==> config.mk <==
export PLATFORM = sky130hd
export DESIGN_NAME = mbx_cmd_mailbox
export DESIGN_NICKNAME = d
export VERILOG_FILES = /design/src/rtl/mbx_pkg.sv /design/src/rtl/mbx_param_store.sv /design/src/rtl/mbx_executor.sv /design/src/rtl/mbx_cmd_mailbox.sv
export SDC_FILE = /design/constraint.sdc
export NUM_CORES = 1
export LEC_CHECK = 0
export ABC_AREA = 1
export CAP_MARGIN = 10
export CORE_ASPECT_RATIO = 0.8
export CORE_MARGIN = 2
export CORE_UTILIZATION = 45
export DETAILED_ROUTE_END_ITERATION = 8
export PLACE_DENSITY = 0.58
export SYNTH_ARGS = -nofsm -noshare
export SYNTH_HDL_FRONTEND = slang
export SYNTH_SLANG_ARGS = --single-unit
==> constraint.sdc <==
create_clock -name clk -period 32.8 [get_ports clk]
set_input_delay 6.56 -clock clk [delete_from_list [all_inputs] [get_ports clk]]
set_output_delay 6.56 -clock clk [all_outputs]
set_load 0.03 [all_outputs]
==> src/rtl/mbx_pkg.sv <==
`timescale 1ns/1ps
package mbx_pkg;
  localparam logic [7:0] ST_WAIT  = 8'h00;
  localparam logic [7:0] ST_OK    = 8'h55;
  localparam logic [7:0] ST_ERR   = 8'hAA;
  localparam logic [7:0] ST_UNSUP = 8'hFF;

  localparam logic [7:0] OP_BOARD_INFO = 8'd0;
  localparam logic [7:0] OP_READ_ONE   = 8'd5;
  localparam logic [7:0] OP_WRITE_ONE  = 8'd6;

  localparam int SS_AIN  = 0;
  localparam int SS_AOUT = 1;
  localparam int SS_DIN  = 2;
  localparam int SS_DOUT = 3;
  localparam int SS_LAST = 5;

  localparam int FLAG_DONE_BIT = 7;
  localparam int RES_WORD_IDX  = 2;

  function automatic logic op_known(input logic [7:0] op);
    return (op <= 8'd8) ||
           ((op >= 8'd16) && (op <= 8'd19)) ||
           ((op >= 8'd32) && (op <= 8'd38)) ||
           (op == 8'd48);
  endfunction
endpackage

==> src/rtl/mbx_param_store.sv <==
`timescale 1ns/1ps
module mbx_param_store #(
  parameter int NUM_PARAMS = 32,
  parameter int DATA_W     = 16,
  parameter int IDX_W      = 5
) (
  input  logic                             clk,
  input  logic                             rst_n,
  input  logic                             host_we,
  input  logic [IDX_W-1:0]                 host_idx,
  input  logic [DATA_W-1:0]                host_wdata,
  input  logic                             subsys_we,
  input  logic                             exec_we,
  input  logic [IDX_W-1:0]                 exec_idx,
  input  logic [DATA_W-1:0]                exec_wdata,
  output logic [NUM_PARAMS-1:0][DATA_W-1:0] params,
  output logic [DATA_W-1:0]                subsys
);
  logic [DATA_W-1:0] subsys_q;

  for (genvar i = 0; i < NUM_PARAMS; i++) begin : g_word
    logic              hit_host;
    logic              hit_exec;
    logic              word_en;
    logic [DATA_W-1:0] word_d;
    logic [DATA_W-1:0] word_q;

    // executor result has priority over a host write to the same word
    always_comb begin
      hit_host = host_we && (host_idx == IDX_W'(i));
      hit_exec = exec_we && (exec_idx == IDX_W'(i));
      word_en  = hit_host || hit_exec;
      word_d   = hit_exec ? exec_wdata : host_wdata;
    end

    always_ff @(posedge clk or negedge rst_n) begin
      if (!rst_n) begin
        word_q <= '0;
      end else if (word_en) begin
        word_q <= word_d;
      end
    end

    assign params[i] = word_q;
  end

  always_ff @(posedge clk or negedge rst_n) begin
    if (!rst_n) begin
      subsys_q <= '0;
    end else if (subsys_we) begin
      subsys_q <= host_wdata;
    end
  end

  assign subsys = subsys_q;
endmodule

==> src/rtl/mbx_executor.sv <==
`timescale 1ns/1ps
module mbx_executor
  import mbx_pkg::*;
#(
  parameter int                NUM_PARAMS = 32,
  parameter int                DATA_W     = 16,
  parameter int                IDX_W      = 5,
  parameter int                EXEC_LAT   = 4,
  parameter int                GAIN_W     = 4,
  parameter logic [DATA_W-1:0] BOARD_ID   = 'hB0A7
) (
  input  logic                             clk,
  input  logic                             rst_n,
  input  logic                             cmd_we,
  input  logic [DATA_W-1:0]                cmd_wdata,
  input  logic [DATA_W-1:0]                subsys_in,
  input  logic [NUM_PARAMS-1:0][DATA_W-1:0] params,
  output logic                             pending,
  output logic [DATA_W-1:0]                mbx_word,
  output logic                             done,
  output logic                             res_we,
  output logic [IDX_W-1:0]                 res_idx,
  output logic [DATA_W-1:0]                res_wdata
);
  localparam int CODE_W = DATA_W / 2;
  localparam int CNT_W  = (EXEC_LAT > 1) ? $clog2(EXEC_LAT) : 1;
  localparam int CHAN_W = DATA_W - GAIN_W;

  logic              pend_q, pend_d;
  logic [CNT_W-1:0]  cnt_q, cnt_d;
  logic [DATA_W-1:0] word_q, word_d;
  logic [DATA_W-1:0] ss_q, ss_d;
  logic [DATA_W-1:0] dout_q, dout_d;

  logic              accept, finish, ss_valid;
  logic [7:0]        op;
  logic [7:0]        status;
  logic              r_we, dout_we;
  logic [IDX_W-1:0]  r_idx;
  logic [DATA_W-1:0] r_data;

  // command decode, evaluated on the latched code and subsystem
  always_comb begin
    op       = word_q[7:0];
    ss_valid = (ss_q <= DATA_W'(SS_LAST));
    status   = ST_OK;
    r_we     = 1'b0;
    r_idx    = '0;
    r_data   = '0;
    dout_we  = 1'b0;
    if (!op_known(op)) begin
      status = ST_UNSUP;
    end else if (!ss_valid) begin
      status = ST_ERR;
    end else begin
      case (op)
        OP_BOARD_INFO: begin
          r_we   = 1'b1;
          r_idx  = '0;
          r_data = BOARD_ID;
        end
        OP_READ_ONE: begin
          r_idx = IDX_W'(RES_WORD_IDX);
          if (ss_q == DATA_W'(SS_AIN)) begin
            r_we   = 1'b1;
            r_data = {params[1][GAIN_W-1:0], params[0][CHAN_W-1:0]};
          end else if (ss_q == DATA_W'(SS_DIN)) begin
            r_we   = 1'b1;
            r_data = dout_q;
          end else begin
            status = ST_ERR;
          end
        end
        OP_WRITE_ONE: begin
          if (ss_q == DATA_W'(SS_DOUT)) begin
            dout_we = 1'b1;
          end else if (ss_q != DATA_W'(SS_AOUT)) begin
            status = ST_ERR;
          end
        end
        default: status = ST_OK;
      endcase
    end
  end

  // next state
  always_comb begin
    accept = cmd_we && !pend_q;
    finish = pend_q && (cnt_q == '0);
    pend_d = pend_q;
    cnt_d  = cnt_q;
    word_d = word_q;
    ss_d   = ss_q;
    dout_d = dout_q;
    if (accept) begin
      pend_d = 1'b1;
      cnt_d  = CNT_W'(EXEC_LAT - 1);
      word_d = {ST_WAIT, cmd_wdata[CODE_W-1:0]};
      ss_d   = subsys_in;
    end else if (finish) begin
      pend_d = 1'b0;
      word_d = {status, word_q[CODE_W-1:0]};
      if (dout_we) begin
        dout_d = params[RES_WORD_IDX];
      end
    end else if (pend_q) begin
      cnt_d = cnt_q - 1'b1;
    end
  end

  always_ff @(posedge clk or negedge rst_n) begin
    if (!rst_n) begin
      pend_q <= 1'b0;
      cnt_q  <= '0;
      word_q <= '0;
      ss_q   <= '0;
      dout_q <= '0;
    end else begin
      pend_q <= pend_d;
      cnt_q  <= cnt_d;
      word_q <= word_d;
      ss_q   <= ss_d;
      dout_q <= dout_d;
    end
  end

  assign pending   = pend_q;
  assign mbx_word  = word_q;
  assign done      = finish;
  assign res_we    = finish && r_we;
  assign res_idx   = r_idx;
  assign res_wdata = r_data;
endmodule

==> src/rtl/mbx_cmd_mailbox.sv <==
`timescale 1ns/1ps
module mbx_cmd_mailbox
  import mbx_pkg::*;
#(
  parameter int                NUM_PARAMS = 32,
  parameter int                DATA_W     = 16,
  parameter int                EXEC_LAT   = 4,
  parameter int                GAIN_W     = 4,
  parameter logic [DATA_W-1:0] BOARD_ID   = 'hB0A7,
  parameter int                ADDR_W     = $clog2(NUM_PARAMS + 3)
) (
  input  logic              clk,
  input  logic              rst_n,
  input  logic              host_wr,
  input  logic [ADDR_W-1:0] host_addr,
  input  logic [DATA_W-1:0] host_wdata,
  output logic [DATA_W-1:0] host_rdata,
  output logic              cmd_done_irq
);
  localparam int IDX_W = (NUM_PARAMS > 1) ? $clog2(NUM_PARAMS) : 1;
  localparam logic [ADDR_W-1:0] SUBSYS_ADDR = ADDR_W'(NUM_PARAMS);
  localparam logic [ADDR_W-1:0] MBX_ADDR    = ADDR_W'(NUM_PARAMS + 1);
  localparam logic [ADDR_W-1:0] FLAG_ADDR   = ADDR_W'(NUM_PARAMS + 2);

  logic [1:0] rst_pipe_q;
  logic       rst_sync_n;

  // asynchronous assert, synchronous release
  always_ff @(posedge clk or negedge rst_n) begin
    if (!rst_n) begin
      rst_pipe_q <= 2'b00;
    end else begin
      rst_pipe_q <= {rst_pipe_q[0], 1'b1};
    end
  end
  assign rst_sync_n = rst_pipe_q[1];

  logic                              param_we, subsys_we, cmd_we, flag_we;
  logic [IDX_W-1:0]                  host_idx;
  logic [NUM_PARAMS-1:0][DATA_W-1:0] params;
  logic [DATA_W-1:0]                 subsys;
  logic                              pending, done;
  logic [DATA_W-1:0]                 mbx_word;
  logic                              res_we;
  logic [IDX_W-1:0]                  res_idx;
  logic [DATA_W-1:0]                 res_wdata;
  logic                              flag_q, flag_d;

  always_comb begin
    param_we  = host_wr && (host_addr < SUBSYS_ADDR);
    subsys_we = host_wr && (host_addr == SUBSYS_ADDR);
    cmd_we    = host_wr && (host_addr == MBX_ADDR);
    flag_we   = host_wr && (host_addr == FLAG_ADDR);
    host_idx  = IDX_W'(host_addr);
  end

  mbx_param_store #(
    .NUM_PARAMS(NUM_PARAMS),
    .DATA_W    (DATA_W),
    .IDX_W     (IDX_W)
  ) u_store (
    .clk       (clk),
    .rst_n     (rst_sync_n),
    .host_we   (param_we),
    .host_idx  (host_idx),
    .host_wdata(host_wdata),
    .subsys_we (subsys_we),
    .exec_we   (res_we),
    .exec_idx  (res_idx),
    .exec_wdata(res_wdata),
    .params    (params),
    .subsys    (subsys)
  );

  mbx_executor #(
    .NUM_PARAMS(NUM_PARAMS),
    .DATA_W    (DATA_W),
    .IDX_W     (IDX_W),
    .EXEC_LAT  (EXEC_LAT),
    .GAIN_W    (GAIN_W),
    .BOARD_ID  (BOARD_ID)
  ) u_exec (
    .clk      (clk),
    .rst_n    (rst_sync_n),
    .cmd_we   (cmd_we),
    .cmd_wdata(host_wdata),
    .subsys_in(subsys),
    .params   (params),
    .pending  (pending),
    .mbx_word (mbx_word),
    .done     (done),
    .res_we   (res_we),
    .res_idx  (res_idx),
    .res_wdata(res_wdata)
  );

  // sticky done flag: completion wins over a same-cycle clear
  always_comb begin
    flag_d = flag_q;
    if (flag_we && host_wdata[FLAG_DONE_BIT]) begin
      flag_d = 1'b0;
    end
    if (done) begin
      flag_d = 1'b1;
    end
  end

  always_ff @(posedge clk or negedge rst_sync_n) begin
    if (!rst_sync_n) begin
      flag_q <= 1'b0;
    end else begin
      flag_q <= flag_d;
    end
  end

  always_comb begin
    host_rdata = '0;
    if (host_addr < SUBSYS_ADDR) begin
      host_rdata = params[host_idx];
    end else if (host_addr == SUBSYS_ADDR) begin
      host_rdata = subsys;
    end else if (host_addr == MBX_ADDR) begin
      host_rdata = mbx_word;
    end else if (host_addr == FLAG_ADDR) begin
      host_rdata[FLAG_DONE_BIT] = flag_q;
    end
  end

  assign cmd_done_irq = flag_q;
endmodule

# [After elaboration in Yosys (flattened, before gate mapping)]
# Index checks and enable logic that the tools add are counted.
[totals] regBits=582 in_bits=25 output_inout_bits=17 elab_cells=316
[op_classes] n_addsub=1 n_eq_ne=72 order_cmp=8 n_bitwise=1 reduce_logical=120 mux=73
[op_table] operator="$mux 16" n=41
[op_table] operator="$eq 5x5->1 const B" n=32
[op_table] operator="$bmux 16 s5" n=1
[op_table] operator="$eq 5x4->1 const B" n=16
[op_table] operator="$logic_and 1x1->1" n=74
[op_table] operator="$mux 8" n=7
[op_table] operator="$eq 5x3->1 const B" n=8
[op_table] operator="$logic_or 1x1->1" n=35
[op_table] operator="$eq 16x2->1 const B" n=2
[op_table] operator="$pmux 16 s2" n=1
[op_table] operator="$eq 5x2->1 const B" n=4
[op_table] operator="$eq 6x6->1 const B" n=3
[op_table] operator="$eq 8x3->1 const B" n=2
[op_table] operator="$le 16x3->1 const B" n=1
[op_table] operator="$logic_not 16->1" n=1
[op_table] operator="$ne 16x1->1 const B" n=1
[op_table] operator="$pmux 8 s2" n=1
[op_table] operator="$mux 1" n=14
[op_table] operator="$eq 5x1->1 const B" n=2
[op_table] operator="$logic_not 5->1" n=2
[op_table] operator="$mux 5" n=2
[op_table] operator="$eq 8x6->1 const B" n=1
[op_table] operator="$ge 8x5->1 const B" n=1
[op_table] operator="$ge 8x6->1 const B" n=1
[op_table] operator="other kinds (17)" n=22

# [Logic depth before layout (Yosys ltp)]
[depth] depth_word=9 depth_mapped=14

# [By module]
# A second synthesis with hierarchy kept.
[hier_totals] cells_unflattened=5151 area_unflattened_um2=34660.7
[by_module_without_submodules] mod="mbx_param_store" instances=1 seq_area_each_um2=13212.7 area_per_inst_um2=25617.1 cells_each=3277
[by_module_without_submodules] mod="mbx_cmd_mailbox" instances=1 seq_area_each_um2=75.1 area_per_inst_um2=6459.9 cells_each=1511
[by_module_without_submodules] mod="mbx_executor" instances=1 seq_area_each_um2=1126.1 area_per_inst_um2=2583.7 cells_each=363

# [Worst setup path after synthesis]
# OpenSTA, ideal clock, no wires.
[synth_timing] path_type="input port to output port" from="in host_addr[0]" to="out host_rdata[9]" path_buffers=3 slack_ps=18354 stages=10 arrival_time_ps=7886 path_cell_list="buf_2 nor2_1 buf_2 clkbuf_1 nand2_1 nand4_1 a21oi_1 nand2_1 nand3_1 nand2_1"
[synth_between] elab_chain_len=4 elab_cells_between_ends=8
[synth_lines] item="from (decl)" line="mbx_cmd_mailbox.sv:15" source="input logic [ADDR_W-1:0] host_addr,"
[synth_lines] item="parallel branches: the longest is 3 deep, another holds $bmux 16 s5"
[synth_lines] item="$mux 16 (*)" line="mbx_cmd_mailbox.sv:118" source="if (host_addr < SUBSYS_ADDR) begin"
[synth_lines] item="to (decl)" line="mbx_cmd_mailbox.sv:17" source="output logic [DATA_W-1:0] host_rdata,"
# Mark *: on every way between the ends. The select of a mux whose other input is x is not followed.

# [Worst setup path in the final report]
[layout_timing] from="in host_addr[1]" to="out host_rdata[15]"
# The elaborated chain is that of the path after synthesis.

==> run_summary.xml <==
<?xml version="1.0" encoding="UTF-8"?>
<metrics>
  <group name="timing">
    <metric name="finalHoldViolCount" unit="">0</metric>
    <metric name="timing.hold.ws" unit="ns">0.3544</metric>
    <metric name="worst_setup_skew_after_layout" unit="ns">0.01704</metric>
    <metric name="layout_worst_path_cycle_share" unit="%">53.71</metric>
    <metric name="grt_setup_unrepaired" unit="">no</metric>
    <metric name="fin_crit" unit="ns">17.62</metric>
    <metric name="setup_slack" unit="ns">15.18</metric>
    <metric name="final-max-slew-violation-count" unit="">0</metric>
    <metric name="tightest_slew" unit="ns">1.228</metric>
    <metric name="fmax" unit="GHz">0.05676</metric>
    <metric name="setup-violations-final" unit="">0</metric>
    <metric name="slew_limit_headroom" unit="%">17.92</metric>
    <metric name="tns" unit="ns">0</metric>
  </group>
  <group name="yosys">
    <metric name="synth_ff_type" unit="">sky130_fd_sc_hd__dfrtp_1</metric>
    <metric name="synthTopCellsByCount" unit="">sky130_fd_sc_hd__nand2_1, sky130_fd_sc_hd__dfrtp_1, sky130_fd_sc_hd__o21ai_0</metric>
    <metric name="most_frequent_cell_after_synthesis" unit="">sky130_fd_sc_hd__nand2_1</metric>
    <metric name="async_reset_ff_share" unit="%">100.0</metric>
    <metric name="synthesis.area_per_instance" unit="um^2">7.557</metric>
    <metric name="synthesis.yosys.warnings" unit="">0</metric>
    <metric name="yosys_register_bits" unit="">576</metric>
    <metric name="synth-seq-area-share" unit="%">53.92</metric>
    <metric name="synth.top_cell.area_share" unit="%">53.92</metric>
    <metric name="ys_types" unit="">30</metric>
    <metric name="syn_area" unit="um^2">26730</metric>
    <metric name="postSynthNetCount" unit="">3563</metric>
    <metric name="synth_enable_flop_cells" unit="">0</metric>
    <metric name="synthTopCellsByArea" unit="">sky130_fd_sc_hd__dfrtp_1, sky130_fd_sc_hd__nand2_1, sky130_fd_sc_hd__o21ai_0, sky130_fd_sc_hd__clkbuf_1, sky130_fd_sc_hd__nor2_1</metric>
    <metric name="yosysTopAreaCell" unit="">sky130_fd_sc_hd__dfrtp_1</metric>
    <metric name="post_synth_inst_count" unit="">3537</metric>
  </group>
  <group name="floorplan">
    <metric name="die_height" unit="um">222.0</metric>
    <metric name="initial_core_util" unit="%">45.76</metric>
    <metric name="core_area" unit="um^2">58420</metric>
    <metric name="fp.dieW" unit="um">276.5</metric>
    <metric name="row_count" unit="">79</metric>
    <metric name="num_io_pins" unit="">42</metric>
    <metric name="die-area" unit="um^2">61380</metric>
  </group>
  <group name="routing">
    <metric name="vias" unit="">23491</metric>
    <metric name="totalWireLength" unit="mm">88.13</metric>
    <metric name="drt_iter0_markers" unit="">2726</metric>
    <metric name="post_drt_via_cell_ratio" unit="">5.518</metric>
    <metric name="routedWlPerCell" unit="um">20.70</metric>
    <metric name="detail_route.drc_violations" unit="">0</metric>
    <metric name="detailedRoute.firstPassIterationCount" unit="">5</metric>
    <metric name="antenna_violating_nets_post_route" unit="">0</metric>
  </group>
  <group name="worst_setup_path">
    <metric name="cpMaxStageDelayCell" unit="">sky130_fd_sc_hd__buf_4</metric>
    <metric name="critPathMostFrequentCell" unit="">sky130_fd_sc_hd__nand2_1</metric>
    <metric name="max_stage_delay" unit="ns">0.84</metric>
    <metric name="critical_path_capture_point_type" unit="">output port</metric>
    <metric name="cp_num_buf_inv" unit="">6</metric>
    <metric name="worstPathCellList" unit="">buf_2 &gt; buf_4 &gt; inv_2 &gt; buf_4 &gt; nor2_4 &gt; buf_4 &gt; nand2_1 &gt; nand2_1 &gt; nor2_1 &gt; nor2_1 &gt; nor2_1 &gt; nand2_1 &gt; nand3_1 &gt; nand2_1 &gt; clkdlybuf4s50_1</metric>
    <metric name="worstSetupPathType" unit="">input pin to output port</metric>
    <metric name="worstPathArrival" unit="ns">11.06</metric>
    <metric name="crit_path_start_kind" unit="">input pin</metric>
    <metric name="worst_path_required" unit="ns">26.24</metric>
    <metric name="path_max_fanout" unit="">75</metric>
    <metric name="worst_path_dominant_cell_family" unit="">buffers and inverters</metric>
  </group>
  <group name="global_route">
    <metric name="first_global_vias" unit="">22123</metric>
    <metric name="global_route_wire_length_before_repair" unit="mm">136.3</metric>
    <metric name="grt_antenna_before_repair" unit="">2</metric>
    <metric name="grt_use_total" unit="%">28.92</metric>
    <metric name="grt_remaining_overflow" unit="">0</metric>
    <metric name="pin_count_of_the_biggest_net_entering_global_routing" unit="">78</metric>
  </group>
  <group name="place">
    <metric name="hpwlAfterDp" unit="mm">55.27</metric>
    <metric name="pre_cts_ws" unit="ns">15.39</metric>
    <metric name="gp_congestion" unit="">0.8850</metric>
    <metric name="port_buffers" unit="">41</metric>
    <metric name="placement.cell_area" unit="um^2">27470</metric>
  </group>
  <group name="final_layout">
    <metric name="number_of_fillers_in_the_final_layout" unit="">5693</metric>
    <metric name="syn2layout_area_growth" unit="%">10.44</metric>
    <metric name="final_layout_size_suffix_gt1_share" unit="%">5.305</metric>
    <metric name="net_count_final" unit="">3467</metric>
    <metric name="final_design_area_no_fill" unit="um^2">29520</metric>
    <metric name="finish.utilization" unit="%">50.53</metric>
  </group>
  <group name="clock_network">
    <metric name="ctsHtreeMaxLevel" unit="">2</metric>
    <metric name="clk-insertion-delay-late" unit="ns">0.64</metric>
    <metric name="cts-buffers-inserted" unit="">60</metric>
    <metric name="cts.path.max_buffers" unit="">3</metric>
    <metric name="tritoncts_clock_tree" unit="">built</metric>
    <metric name="clk_pin_slew" unit="ns">0.06</metric>
    <metric name="clkSinkCount" unit="">576</metric>
    <metric name="post_cts_buffers" unit="">0</metric>
    <metric name="cts-resized-gates" unit="">0</metric>
    <metric name="ctsHoldBuffers" unit="">0</metric>
    <metric name="cts.root.buffer_cell" unit="">sky130_fd_sc_hd__clkbuf_16</metric>
  </group>
  <group name="power_and_ir_drop">
    <metric name="power.density_cell_area" unit="nW/um^2">60.92</metric>
    <metric name="power_leakage" unit="nW">14.51</metric>
    <metric name="peakVddDrop" unit="V">0.00004312</metric>
  </group>
  <group name="status">
    <metric name="outcome" unit="">finished, final reports clean</metric>
  </group>
  <group name="run">
    <metric name="cap_violations" unit="">0</metric>
  </group>
  <group name="worst_hold_path">
    <metric name="worstHoldPathType" unit="">register to register</metric>
  </group>
</metrics>
-- report_power, final --
| part | switching [mW] | internal (mW) |
|---|---|---|
| clock | 0.296 | 0.405 |
| combinational | 0.158 | 0.0764 |
| sequential | 0.0571 | 0.805 |
| total | 0.512 | 1.29 |
-- metrics by stage --
stage                     cells  power, mW
after floorplan            3537      1.022
after global placement     4146      1.099
after detailed placement   4146      1.106
after CTS                  4254      1.806
after global routing       4256      1.887
final                      4257      1.798
-- placed cells by master (no fill, tap or decap), drive strengths merged, types with 2 or more instances in the layout --
cell type and instances:
nor3 5, nand2 1655, bufinv 5, nor2 192, a21boi 2, o21a 2
o21ai 563, clkbuf 89, inv 102, nand4 32, buf 48, o211ai 3
clkinv 14, clkdlybuf4s50 39, a21oi 59, nand3 96, dfrtp 576
-- final timing paths --
| path | from | to | slack, ns | cells past startpoint |
|---|---|---|---|---|
| setup / recovery | host_addr[1] | host_rdata[15] | 15.18 | 15 |
| hold / removal | rst_pipe_q[0] | rst_pipe_q[1] | 0.35 | 0 |
| setup reg to reg | rst_pipe_q[1] | u_store.g_word[23].word_q[3] | 28.29 | 4 |
| hold reg to reg | rst_pipe_q[0] | rst_pipe_q[1] | 0.35 | 0 |
| max in group asynchronous | rst_n | rst_pipe_q[1] | 26.57 | 1 |
| min in group asynchronous | rst_pipe_q[1] | u_store.g_word[7].word_q[6] | 0.38 | 0 |
-- metal layers --
metal  part of all wire [%]  vias up  wire length, um  global-route usage (%)
li1                       -    10991                -                       -
met4                    3.2        0             2831                   9.466
met2                     43      898            37490                   42.70
met3                    9.4      145             8281                   7.503
met1                     45    11457            39520                   41.45
met5                      0        -                0                       0
-- flip-flops by register name, indices dropped and copies added, names as in the netlist --
register               count
u_exec.pending             1
u_exec.ss_q               16
u_exec.mbx_word           10
u_store.subsys            16
cmd_done_irq               1
rst_pipe_q                 2
u_exec.cnt_q               2
u_exec.dout_q             16
u_store.g_word.word_q    512
-- worst reg2reg max path: stages (launching register included) --
cell and delay [ns]:
sky130_fd_sc_hd__dfrtp_4 0.88, sky130_fd_sc_hd__buf_4 0.82, sky130_fd_sc_hd__buf_4 0.96, sky130_fd_sc_hd__buf_4 0.84, sky130_fd_sc_hd__buf_4 0.92
-- layout make-up --
class                      instances  area, um^2  area share [%]
multi-input combinational       2613       10970           37.15
clock inverter                    19       256.5          0.8689
sequential                       576       14420           48.84
antenna                            1       2.502        0.008477
timing repair buffer              87       788.3           2.670
tap                              769       962.2           3.259
clock buffer                      89        1740           5.896
inverter                         103       386.6           1.310
-- cell families after synthesis --
group / synth area share (%)
AND/OR/NAND/NOR: 28.95
AO/OA/AOI/OAI: 11.92
flip-flops: 53.92
buffers and inverters: 5.149
adder cells (fa/ha/maj): 0.04680
other: 0.01403
Note: power is estimated with default switching activity, not from simulation.
